[src/rtl/sfs_pkg.sv]
package sfs_pkg;

   // Bus situation seen when a request is sampled, in decreasing priority.
   typedef enum logic [2:0] {
      SIT_XFER_LAST  = 3'd0,
      SIT_XFER_THIRD = 3'd1,
      SIT_XFER_MID   = 3'd2,
      SIT_CPU_WRITE  = 3'd3,
      SIT_CPU_READ   = 3'd4
   } bus_sit_e;

endpackage

[src/rtl/sfs_cost_sel.sv]
module sfs_cost_sel
   import sfs_pkg::*;
#(
   parameter int LEFT_W      = 9,
   parameter int COST_W      = 3,
   parameter int COST_READ   = 4,
   parameter int COST_WRITE  = 3,
   parameter int COST_XFER   = 2,
   parameter int COST_THIRD  = 1,
   parameter int COST_LAST   = 3
) (
   input  logic              cpu_rd_i,
   input  logic              trig_wr_i,
   input  logic              spr_busy_i,
   input  logic [LEFT_W-1:0] spr_left_i,
   output logic [COST_W-1:0] cost_o
);

   localparam logic [LEFT_W-1:0] POS_LAST  = LEFT_W'(1);
   localparam logic [LEFT_W-1:0] POS_THIRD = LEFT_W'(3);

   bus_sit_e sit;

   always_comb begin
      if (spr_busy_i && spr_left_i == POS_LAST)
         sit = SIT_XFER_LAST;
      else if (spr_busy_i && spr_left_i == POS_THIRD)
         sit = SIT_XFER_THIRD;
      else if (spr_busy_i || trig_wr_i)
         sit = SIT_XFER_MID;
      else if (!cpu_rd_i)
         sit = SIT_CPU_WRITE;
      else
         sit = SIT_CPU_READ;
   end

   // Single place that maps a bus situation to its stall length.
   always_comb begin
      unique case (sit)
         SIT_XFER_LAST:  cost_o = COST_W'(COST_LAST);
         SIT_XFER_THIRD: cost_o = COST_W'(COST_THIRD);
         SIT_XFER_MID:   cost_o = COST_W'(COST_XFER);
         SIT_CPU_WRITE:  cost_o = COST_W'(COST_WRITE);
         default:        cost_o = COST_W'(COST_READ);
      endcase
   end

endmodule

[src/rtl/sfs_pending.sv]
module sfs_pending #(
   parameter int ADDR_W  = 16,
   parameter int COST_W  = 3,
   parameter bit PEND_EN = 1'b1
) (
   input  logic              clk,
   input  logic              rst_n,
   input  logic              req_i,
   input  logic [ADDR_W-1:0] req_addr_i,
   input  logic [COST_W-1:0] req_cost_i,
   input  logic              load_i,
   output logic              pend_v_o,
   output logic [ADDR_W-1:0] pend_addr_o,
   output logic [COST_W-1:0] pend_cost_o
);

   generate
      if (PEND_EN) begin : g_slot
         logic              v_q;
         logic [ADDR_W-1:0] addr_q;
         logic [COST_W-1:0] cost_q;
         logic              cap;

         // Capture when the sequencer is busy and cannot take the request,
         // or when the slot is being drained this very cycle.
         assign cap = req_i && (load_i ? v_q : !v_q);

         always_ff @(posedge clk) begin
            if (!rst_n) begin
               v_q    <= 1'b0;
               addr_q <= '0;
               cost_q <= '0;
            end else begin
               if (cap) begin
                  addr_q <= req_addr_i;
                  cost_q <= req_cost_i;
               end
               if (load_i)
                  v_q <= v_q && req_i;
               else if (req_i)
                  v_q <= 1'b1;
            end
         end

         assign pend_v_o    = v_q;
         assign pend_addr_o = addr_q;
         assign pend_cost_o = cost_q;

         assert_pend_hold_R10 : assert property (@(posedge clk) disable iff (!rst_n)
            (v_q && !load_i) |=> (v_q && $stable(addr_q) && $stable(cost_q)));
      end else begin : g_none
         assign pend_v_o    = 1'b0;
         assign pend_addr_o = '0;
         assign pend_cost_o = '0;
      end
   endgenerate

endmodule

[src/rtl/sfs_sequencer.sv]
module sfs_sequencer #(
   parameter int ADDR_W   = 16,
   parameter int DATA_W   = 8,
   parameter int COST_W   = 3,
   parameter int COST_MAX = 7
) (
   input  logic              clk,
   input  logic              rst_n,
   input  logic              req_i,
   input  logic [ADDR_W-1:0] req_addr_i,
   input  logic [COST_W-1:0] req_cost_i,
   input  logic              pend_v_i,
   input  logic [ADDR_W-1:0] pend_addr_i,
   input  logic [COST_W-1:0] pend_cost_i,
   input  logic [ADDR_W-1:0] cpu_pc_i,
   input  logic [ADDR_W-1:0] cpu_addr_i,
   input  logic [DATA_W-1:0] bus_rdata_i,
   output logic              load_o,
   output logic              halt_o,
   output logic [ADDR_W-1:0] bus_addr_o,
   output logic [DATA_W-1:0] data_o,
   output logic              valid_o
);

   localparam logic [COST_W-1:0] ONE = COST_W'(1);

   logic [COST_W-1:0] left_q;
   logic [ADDR_W-1:0] addr_q;
   logic [DATA_W-1:0] data_q;
   logic              valid_q;
   logic              final_cyc;

   assign final_cyc = (left_q == ONE);
   assign load_o    = (left_q <= ONE);
   assign halt_o    = (left_q != '0);

   always_comb begin
      if (!halt_o)
         bus_addr_o = cpu_addr_i;
      else if (final_cyc)
         bus_addr_o = addr_q;
      else
         bus_addr_o = cpu_pc_i;
   end

   always_ff @(posedge clk) begin
      if (!rst_n) begin
         left_q  <= '0;
         addr_q  <= '0;
         data_q  <= '0;
         valid_q <= 1'b0;
      end else begin
         valid_q <= final_cyc;
         if (final_cyc)
            data_q <= bus_rdata_i;
         if (load_o) begin
            if (pend_v_i) begin
               left_q <= pend_cost_i;
               addr_q <= pend_addr_i;
            end else if (req_i) begin
               left_q <= req_cost_i;
               addr_q <= req_addr_i;
            end else begin
               left_q <= '0;
            end
         end else begin
            left_q <= left_q - ONE;
         end
      end
   end

   assign data_o  = data_q;
   assign valid_o = valid_q;

   assert_cost_range_R2 : assert property (@(posedge clk) disable iff (!rst_n)
      (load_o && (pend_v_i || req_i)) |=> (left_q != '0 && int'(left_q) <= COST_MAX));

   assert_stay_halted_R8 : assert property (@(posedge clk) disable iff (!rst_n)
      (halt_o && !final_cyc) |=> halt_o);

   assert_valid_after_halt_R9 : assert property (@(posedge clk) disable iff (!rst_n)
      valid_o |-> $past(halt_o));

endmodule

[src/rtl/sample_fetch_stall.sv]
module sample_fetch_stall #(
   parameter int ADDR_W     = 16,
   parameter int DATA_W     = 8,
   parameter int LEFT_W     = 9,
   parameter int COST_MAX   = 7,
   parameter int COST_READ  = 4,
   parameter int COST_WRITE = 3,
   parameter int COST_XFER  = 2,
   parameter int COST_THIRD = 1,
   parameter int COST_LAST  = 3,
   parameter bit PEND_EN    = 1'b1
) (
   input  logic              clk,
   input  logic              rst_n,
   input  logic              smp_req_i,
   input  logic [ADDR_W-1:0] smp_addr_i,
   input  logic              cpu_rd_i,
   input  logic              trig_wr_i,
   input  logic              spr_busy_i,
   input  logic [LEFT_W-1:0] spr_left_i,
   input  logic [ADDR_W-1:0] cpu_pc_i,
   input  logic [ADDR_W-1:0] cpu_addr_i,
   input  logic [DATA_W-1:0] bus_rdata_i,
   output logic              halt_o,
   output logic [ADDR_W-1:0] bus_addr_o,
   output logic [DATA_W-1:0] smp_data_o,
   output logic              smp_valid_o
);

   localparam int COST_W = $clog2(COST_MAX + 1);

   if (ADDR_W < 2 || DATA_W < 1) begin : g_bad_width
      $error("sample_fetch_stall: bus widths too small");
   end
   if (LEFT_W < 2) begin : g_bad_left
      $error("sample_fetch_stall: LEFT_W must reach value 3");
   end
   if (COST_READ < 1 || COST_WRITE < 1 || COST_XFER < 1 ||
       COST_THIRD < 1 || COST_LAST < 1) begin : g_bad_cost_lo
      $error("sample_fetch_stall: every stall cost must be at least 1");
   end
   if (COST_READ > COST_MAX || COST_WRITE > COST_MAX || COST_XFER > COST_MAX ||
       COST_THIRD > COST_MAX || COST_LAST > COST_MAX) begin : g_bad_cost_hi
      $error("sample_fetch_stall: a stall cost exceeds COST_MAX");
   end

   logic [COST_W-1:0] cost_now;
   logic              load;
   logic              pend_v;
   logic [ADDR_W-1:0] pend_addr;
   logic [COST_W-1:0] pend_cost;

   sfs_cost_sel #(
      .LEFT_W(LEFT_W), .COST_W(COST_W),
      .COST_READ(COST_READ), .COST_WRITE(COST_WRITE), .COST_XFER(COST_XFER),
      .COST_THIRD(COST_THIRD), .COST_LAST(COST_LAST)
   ) u_cost (
      .cpu_rd_i   (cpu_rd_i),
      .trig_wr_i  (trig_wr_i),
      .spr_busy_i (spr_busy_i),
      .spr_left_i (spr_left_i),
      .cost_o     (cost_now)
   );

   sfs_pending #(
      .ADDR_W(ADDR_W), .COST_W(COST_W), .PEND_EN(PEND_EN)
   ) u_pend (
      .clk         (clk),
      .rst_n       (rst_n),
      .req_i       (smp_req_i),
      .req_addr_i  (smp_addr_i),
      .req_cost_i  (cost_now),
      .load_i      (load),
      .pend_v_o    (pend_v),
      .pend_addr_o (pend_addr),
      .pend_cost_o (pend_cost)
   );

   sfs_sequencer #(
      .ADDR_W(ADDR_W), .DATA_W(DATA_W), .COST_W(COST_W), .COST_MAX(COST_MAX)
   ) u_seq (
      .clk         (clk),
      .rst_n       (rst_n),
      .req_i       (smp_req_i),
      .req_addr_i  (smp_addr_i),
      .req_cost_i  (cost_now),
      .pend_v_i    (pend_v),
      .pend_addr_i (pend_addr),
      .pend_cost_i (pend_cost),
      .cpu_pc_i    (cpu_pc_i),
      .cpu_addr_i  (cpu_addr_i),
      .bus_rdata_i (bus_rdata_i),
      .load_o      (load),
      .halt_o      (halt_o),
      .bus_addr_o  (bus_addr_o),
      .data_o      (smp_data_o),
      .valid_o     (smp_valid_o)
   );

   assert_fell_valid_R9 : assert property (@(posedge clk) disable iff (!rst_n)
      $fell(halt_o) |-> smp_valid_o);

   assert_idle_start_R2 : assert property (@(posedge clk) disable iff (!rst_n)
      (!halt_o && smp_req_i) |=> halt_o);

endmodule

[config.mk]
export PLATFORM = sky130hd
export DESIGN_NAME = sample_fetch_stall
export DESIGN_NICKNAME = d
export VERILOG_FILES = /design/src/rtl/sfs_pkg.sv /design/src/rtl/sfs_cost_sel.sv /design/src/rtl/sfs_pending.sv /design/src/rtl/sfs_sequencer.sv /design/src/rtl/sample_fetch_stall.sv
export SDC_FILE = /design/constraint.sdc
export NUM_CORES = 1
export LEC_CHECK = 0
export BUFFER_PORTS_ARGS = -buffer_cell sky130_fd_sc_hd__buf_4
export CAP_MARGIN = 0
export CORE_MARGIN = 1
export CORE_UTILIZATION = 43
export CTS_CLUSTER_SIZE = 14
export DETAILED_ROUTE_END_ITERATION = 8
export GPL_ROUTABILITY_DRIVEN = 0
export GPL_TIMING_DRIVEN = 0
export PLACE_DENSITY = 0.69
export SLEW_MARGIN = 30
export SYNTH_ARGS = -nofsm -noshare
export SYNTH_HDL_FRONTEND = slang
export SYNTH_SLANG_ARGS = --single-unit
export TNS_END_PERCENT = 5
[constraint.sdc]
create_clock -name clk -period 2 [get_ports clk]
set_clock_uncertainty 0.05 [all_clocks]
set_input_delay 0.4 -clock clk [delete_from_list [all_inputs] [get_ports clk]]
set_output_delay 0.4 -clock clk [all_outputs]
set_load 0.01 [all_outputs]
* Yosys cells after proc, flatten, opt, wreduce, memory -nomap -nowiden
Index checks and enable logic that the tools add are counted.
** Cells by class
- Add/sub/neg operators :: 1
- $lt $le $gt $ge :: 1
- Equal/unequal tests :: 6
- Mux-type cells :: 15
- Reductions and logical operators :: 12
** Operators by type and width (number)
- 16-bit two-way mux :: 4
- 3-bit two-way mux :: 7
- 9-bit by 1-bit equality test with 1-bit output (second input constant) :: 1
- 9-bit by 2-bit equality test with 1-bit output (second input constant) :: 1
- 3-bit case mux with 3 select lines :: 1
- 3-bit by 1-bit equality test with 1-bit output (second input constant) :: 2
- 3-bit by 2-bit equality test with 1-bit output (second input constant) :: 2
- 1-bit logical AND :: 4
- 2-bit nonzero test :: 2
- 3-bit by 1-bit less-or-equal comparator with 1-bit output (second input constant) :: 1
- 3-bit logical NOT :: 1
- 1-bit two-way mux :: 3
- 3-bit nonzero test :: 1
- 3-bit by 1-bit subtractor with 3-bit output (second input constant) :: 1
- 2-bit AND reduction :: 1
- 2-bit OR reduction :: 1
- 1-bit logical NOT :: 1
- 1-bit logical OR :: 1
** Word-level totals
- Flip-flop bits (word level) :: 48
- Input port bits :: 71
- Output and inout bits :: 26
- Logic and storage cells :: 42

* Depth between registers and ports, before layout
Gate-level depths: netlist of run 1.
- Depth after elaboration :: 10
- Depth in mapped cells :: 8
- Mapped depth without buffers :: 5

* Hierarchy
Synthesis of run 1 repeated with hierarchy kept, for this count alone.
** Unflattened totals
- Cell total of the unflattened synthesis :: 303
- Area, all modules :: 2552.4 um^2
** Modules (own cells, without submodules)
- sfs_sequencer :: times used 1, cells each 209, area an instance 1659.1 um^2, sequential area each 560.5 um^2
- sfs_pending :: times used 1, cells each 88, area an instance 827.0 um^2, sequential area each 400.4 um^2
- sfs_cost_sel :: times used 1, cells each 6, area an instance 66.3 um^2, sequential area each 0.0 um^2

* Worst setup path before layout of run 1
OpenSTA, ideal clock, no wires.
- Path type :: register to output
- From :: reg u_seq.left_q[1]
- To :: out bus_addr_o[0]
- Data arrival time :: 1501 ps
- Required time :: 1550 ps
- Path slack :: 49 ps
- Cell stages (with the launch flop) :: 9
- Path buffers :: 3
- Cells stage by stage :: dfxtp_1 buf_2 inv_1 ha_1 nor2b_1 clkbuf_1 buf_2 nand2_1 a31oi_1
** Between the ends
- Cells in the longest elaborated chain, start to end :: 3
- Elaborated cells on any way between the ends :: 4
- Classes of those cells :: eq/ne (1); mux (2); reduce/logical (1)
** RTL lines
- start: declaration :: line sfs_sequencer.sv:27 : logic [COST_W-1:0] left_q;
- start signal: assignment :: line sfs_sequencer.sv:58 : left_q <= pend_cost_i;
- start signal: assignment :: line sfs_sequencer.sv:61 : left_q <= req_cost_i;
- start signal: assignment :: line sfs_sequencer.sv:67 : left_q <= left_q - ONE;
- 3-bit by 1-bit equality test with 1-bit output :: line sfs_sequencer.sv:33 : assign final_cyc = (left_q == ONE);
- 16-bit two-way mux :: line sfs_sequencer.sv:40 : else if (final_cyc)
- 16-bit two-way mux * :: line sfs_sequencer.sv:38 : if (!halt_o)
- end: declaration :: line sample_fetch_stall.sv:25 : output logic [ADDR_W-1:0] bus_addr_o,
Every way passes the cells marked *; elsewhere a longest branch is shown, timed or not.

* Final worst setup path of run 1
- From :: reg u_seq.left_q[1]
- To :: out bus_addr_o[7]
Same word-level chain as after synthesis.

==> results of run 1 <==
## layout by cell type, fill, tap and decap left out, types with 3 or more instances in the layout
cell      netlist  routed
a211oi_1        7       7
a211oi_2       10      10
a21oi_1        42      42
a31oi_1        18      13
a31oi_2         0       5
buf_2          17       8
buf_4           0     103
buf_6           4      13
buf_8           0       3
clkbuf_1       13      10
clkbuf_8        0       5
dfxtp_1        48      45
mux2i_1        17      17
nand2_1        53      46
nand2_2         0       7
nor2_1         18      18
o211ai_1       35      35
o21ai_0         3       3
## final cells by class
| type | instances | area [um^2] |
|---|---|---|
| buffer | 36 | 267 |
| clock inverter | 3 | 68.8 |
| fill | 537 | 2030 |
| timing repair buffer | 106 | 838 |
| clock buffer | 5 | 68.8 |
| tap | 75 | 93.8 |
| multi-input combinational | 233 | 1560 |
| inverter | 4 | 22.5 |
| sequential | 48 | 970 |
## repair_timing
action / CTS / global route
pin swaps: 6 / 14
setup buffers: 4 / 3
gates resized for setup: 35 / 28
gates cloned: 2 / 2
setup endpoints to repair: 17 / 17
## metrics by stage
stage	setup TNS, ns	hold slack, ns	utilization	power [uW]	cells
floorplan	0	0.397	-	3190	322
global placement	-2.93	0.394	0.582	4170	492
detailed placement	-3.15	0.399	0.582	4210	492
CTS	-2.26	0.273	0.629	5390	506
global route	-2.00	0.272	0.656	6110	510
finish	-0.784	0.270	0.656	5760	510
## report_power, final
part	switching, uW	internal [uW]	leakage (uW)
Combinational	1790	1710	0.00108
Sequential	165	1240	0.000395
Clock	360	503	0.0000687
## kinds of logic after synthesis
| logic type | after synthesis | share of synthesized area |
|---|---|---|
| fa+ha+maj | 3 | 0.0142 |
| compound gates | 124 | 0.323 |
| simple gates | 88 | 0.151 |
| flops | 48 | 0.364 |
| buf+inv | 41 | 0.0783 |
| mux | 18 | 0.0688 |
## Yosys cell counts (all sizes together), types with 3 or more instances
cell and n:
nor2b 3, buf 23, nand2 53, a31oi 18, mux2i 17, o21ai 3
a211oi 17, o211ai 35, ha 3, nand2b 3, clkbuf 14, inv 4
a21oi 42, nor2 18, nor3b 3, dfxtp 48
## worst max path at each step
| stage | endpoint | from |
|---|---|---|
| floorplan | bus_addr_o[0] | u_seq.left_q[1] |
| global placement | bus_addr_o[6] | u_seq.left_q[1] |
| detailed placement | bus_addr_o[14] | u_seq.left_q[1] |
| CTS | bus_addr_o[14] | u_seq.left_q[1] |
| global route | bus_addr_o[7] | u_seq.left_q[1] |
| finish | bus_addr_o[7] | u_seq.left_q[1] |
## state kept, by name, summed over array words and instances, names as in the netlist
signal and cells:
u_pend.pend_addr_o 16, u_pend.pend_cost_o 3, u_pend.pend_v_o 1, u_seq.addr_q 16
u_seq.data_o 8, u_seq.left_q 3, u_seq.valid_o 1
## critical path: stages (launching register included)
cell and delay, ns:
dfxtp_4 0.37, inv_6 0.07, ha_4 0.13, nor2b_4 0.13
buf_6 0.13, buf_6 0.13, nand2_2 0.05, a31oi_1 0.20
buf_4 0.16
## layer usage
layer | GRT usage | wire length, um | vias to the layer above
li1 | - | - | 1400
met1 | 0.321 | 3740 | 1306
met2 | 0.390 | 3650 | 90
met3 | 0.0602 | 544 | 9
met4 | 0.0607 | 93 | 0
met5 | 0 | 0 | -
==> metrics, run 1 <==
status finished, violations left; failing checks negative setup slack; DRC violations left 0; Setup CP Type reg2out; RSZ-0062 raised after global routing yes; largest cells by area after synthesis dfxtp_1 36%, o211ai_1 10%, a21oi_1 8.0%; number of clock sinks 48; dpl hpwl 5.63 mm; die width approximately 80 um; Synth Register Bits 48; Post-Syn Instances roughly 320; Cell Pwr Density 1480 nW/um^2; pin count of the biggest net entering global routing 17; initial antenna violation count 0; Routed Antenna Nets 0; top-level I/O count 97; Mapped Nets approximately 400; HP Start bus_rdata_i[7]; Startpoint Class flop; GR Util All Layers 0.242; Post-Synthesis Cell Area 2640 um^2; # rows 28; r2r setup slk ~0.30 ns; Wirelength per Cell ~16 um; Pleak 0.00155 uW; Min-Delay Endpoint u_seq.data_o[7]; Worst Setup End Kind output port; cell taking the most area after synthesis dfxtp_1; Worst R2R Path Depth 5; Via density 5.50; total number of H-tree levels 2; YS warnings 0; Initial DRC Count between 80 and 90; DIE HEIGHT 80.3 um; CP Max Fanout 6; fin crit period 2.11 ns; CTS tree yes; fraction of registers with async set/reset 0; Initial Utilization 0.445; input/output buffers 95; DIE AREA between 6000 and 7000 um^2; core area between 5000 and 6000 um^2; Hold Path Depth 3; final worst slack -0.111 ns; number of global-route vias before repair 2454; Max VDD drop about 0.94 mV; first drt pass iteration count 4; root buffer cell clkbuf_8; worst rel slew slack 0.532; period utilisation layout 1.06; clock latency on the worst-skew pair ~0.31 ns; sequential element share of the synthesized area 0.364; hold_buf cts 0; post-synth top area share 0.364; Worst R2R End u_seq.addr_q[4]; clock-pin slew on the worst setup and hold paths 0.10 ns; GRT Residual Overflow 0; Final Routed Wirelength between 8 and 9 mm; Final Max Tran Viols 0; Syn Area/Cell just over 8 um^2; final hold vios 0; f_max 0.474 GHz; Arr. time, crit path 1.66 ns; setup violators final 15; layout cells sized above 1 0.402; Vias approximately 2800; antenna cells 0; maxcap violations 0; HP Class in2reg; DP Worst Slack -0.250 ns; final non-filler cell area ~4000 um^2; measured slew at the worst slew-check pin between 0.7 and 0.8 ns; CTS Buffer Depth 2; r2r startpoint u_seq.left_q[1]; post-synth cell types 38; Main synth FF type dfxtp_1; placed cell areas 3440 um^2; Post-synth EDFFs 0; TritonCTS buffer count 5; area delta synth->final 47.4%; Final #Nets a little over 500; CP required 1.55 ns; first-pass GRT wire length 12.0 mm
Note: power is estimated with default switching activity, not from simulation.
==> run 2, diff against run 1 <==
--- a/config.mk
+++ b/config.mk
@@ -14,6 +14,7 @@
 export GPL_ROUTABILITY_DRIVEN = 0
 export GPL_TIMING_DRIVEN = 0
 export PLACE_DENSITY = 0.69
+export SETUP_SLACK_MARGIN = 0.15
 export SLEW_MARGIN = 30
 export SYNTH_ARGS = -nofsm -noshare
 export SYNTH_HDL_FRONTEND = slang
==> run 2 against run 1 <==
The run still ends with negative setup slack left. Critical endpoint is now bus_addr_o[12]. Register-to-register slack hardly changed. Clock power is 30% lower. Critical path type unchanged. Worst setup slack worse by 0.0023 ns.
==> metrics, run 2 (synthesized netlist as in run 1, its figures left out) <==
P_sw 2270 uW; total number of H-tree levels 2; Initial Utilization 0.445; clock-pin slew on the worst setup and hold paths 0.09 ns; top-level I/O count 97; CTS tree yes; Final Max Tran Viols 0; DRC violations left 0; number of clock sinks 48; CP Max Fanout 5; HP Start bus_rdata_i[2]; first-pass GRT wire length 12.4 mm; DIE HEIGHT about 80 um; Routed Antenna Nets 0; clock latency on the worst-skew pair 0.30 ns; Pint 3210 uW; dpl hpwl 5.62 mm; met1 Usage GRT 0.324; Arr. time, crit path 1.66 ns; Wirelength per Cell 15.5 um; core area 5920 um^2; final worst slack -0.114 ns; GR Util All Layers 0.252; commonest non-fill, non-tap cell in the layout buf_4; Worst R2R Path Depth 6; area delta synth->final 46.2%; r2r setup slk 0.29 ns; Vias 2826; Sw Ratio 0.414; Cell Pwr Density around 1400 nW/um^2; maxcap violations 0; Final #Nets 507; die width around 80 um; Worst R2R End u_seq.addr_q[7]; Via density roughly 5.6; Startpoint Class flop; final hold vios 0; Hold Path Depth 3; fin crit period roughly 2.1 ns; combinational power share 0.638; antenna cells 0; Initial DRC Count roughly 130; TritonCTS buffer count 5; Pleak 0.00151 uW; DIE AREA approximately 6400 um^2; met2 GRT Util 0.425; input/output buffers 95; Max VDD drop 1.05 mV; initial antenna violation count 0; CP required ~1.6 ns; failing checks negative setup slack; r2r startpoint u_seq.left_q[1]; first drt pass iteration count 4; CTS Buffer Depth 2; root buffer cell clkbuf_8; Worst Setup End Kind output port; HP Class in2reg; Power Total 5480 uW; setup violators final 16; RSZ-0062 raised after global routing yes; number of global-route vias before repair 2622; GRT Residual Overflow 0; status finished, violations left; # rows 28; Clk network pwr share 0.111; sequential share of power 0.252; most frequent cells in the layout 101 x buf_4, 51 x nand2_1, 46 x dfxtp_1; layout cells sized above 1 0.409; measured slew at the worst slew-check pin between 0.6 and 0.7 ns; Min-Delay Endpoint u_seq.data_o[2]; worst rel slew slack 0.556; hold_buf cts 0; met3 usage 0.0455; global routing's busiest layer met2; Final Routed Wirelength 7.88 mm; Setup TNS -1.50 ns; pin count of the biggest net entering global routing 15; Setup CP Type reg2out; period utilisation layout 1.06; f_max between 0.4 and 0.5 GHz
-- run 2: critical path: stages (launching register included) --
cell     delay (ns)
dfxtp_2        0.32
buf_6          0.11
inv_6          0.06
ha_4           0.13
nor2b_4        0.15
buf_8          0.12
buf_6          0.11
nand2_1        0.06
a31oi_2        0.16
buf_4          0.14
-- run 2: how the worst max path moves through the flow --
stage | startpoint | to | slack, ns | cells after the start
final | u_seq.left_q[1] | bus_addr_o[12] | -0.11 | 9
after floorplan | u_seq.left_q[1] | bus_addr_o[9] | 0.15 | 8
after global placement | u_seq.left_q[1] | bus_addr_o[10] | -0.14 | 9
after detailed placement | u_seq.left_q[1] | bus_addr_o[12] | -0.17 | 9
after CTS | u_seq.left_q[1] | bus_addr_o[10] | -0.16 | 9
after global routing | u_seq.left_q[1] | bus_addr_o[6] | -0.21 | 9
-- run 2: layer usage --
metal  vias up  share of wire  wire length (um)
met5         -              0                 0
met4         0          0.016               123
met3        10          0.068               534
met2       102           0.48              3760
met1      1324           0.44              3470
li1       1390              -                 -
-- run 2: final cells by class --
type / instances / area [um^2]
clock buffer: 6 / 82.6
timing repair buffer: 104 / 792
clock inverter: 1 / 8.76
fill: 552 / 2070
multi-input combinational: 233 / 1590
inverter: 4 / 20.0
buffer: 37 / 299
tap: 75 / 93.8
sequential: 48 / 963
-- run 2: metrics by stage --
step	hold WS, ns	cells	instance area [um^2]	worst slack [ns]	util
2_1_floorplan	0.397	322	2720	0.153	-
3_3_place_gp	0.394	492	3530	-0.141	0.596
3_5_place_dp	0.399	492	3530	-0.174	0.596
4_1_cts	0.281	506	3790	-0.156	0.641
5_1_grt	0.278	508	3850	-0.210	0.651
6_report	0.288	508	3850	-0.114	0.651
-- run 2: power by group through the flow --
stage	clock [uW]	sequential, uW	combinational [uW]
after floorplan	0	1360	1980
after global placement	0	1370	2920
after detailed placement	0	1380	2960
after CTS	622	1370	3330
after global routing	660	1410	3760
final	606	1380	3490
-- run 2: what timing repair did --
item | in CTS | in global routing
pin swaps | 10 | 3
setup buffers | 5 | 1
setup endpoints to repair | 17 | 25
cloned | 2 | 1
gates resized for setup | 36 | 12
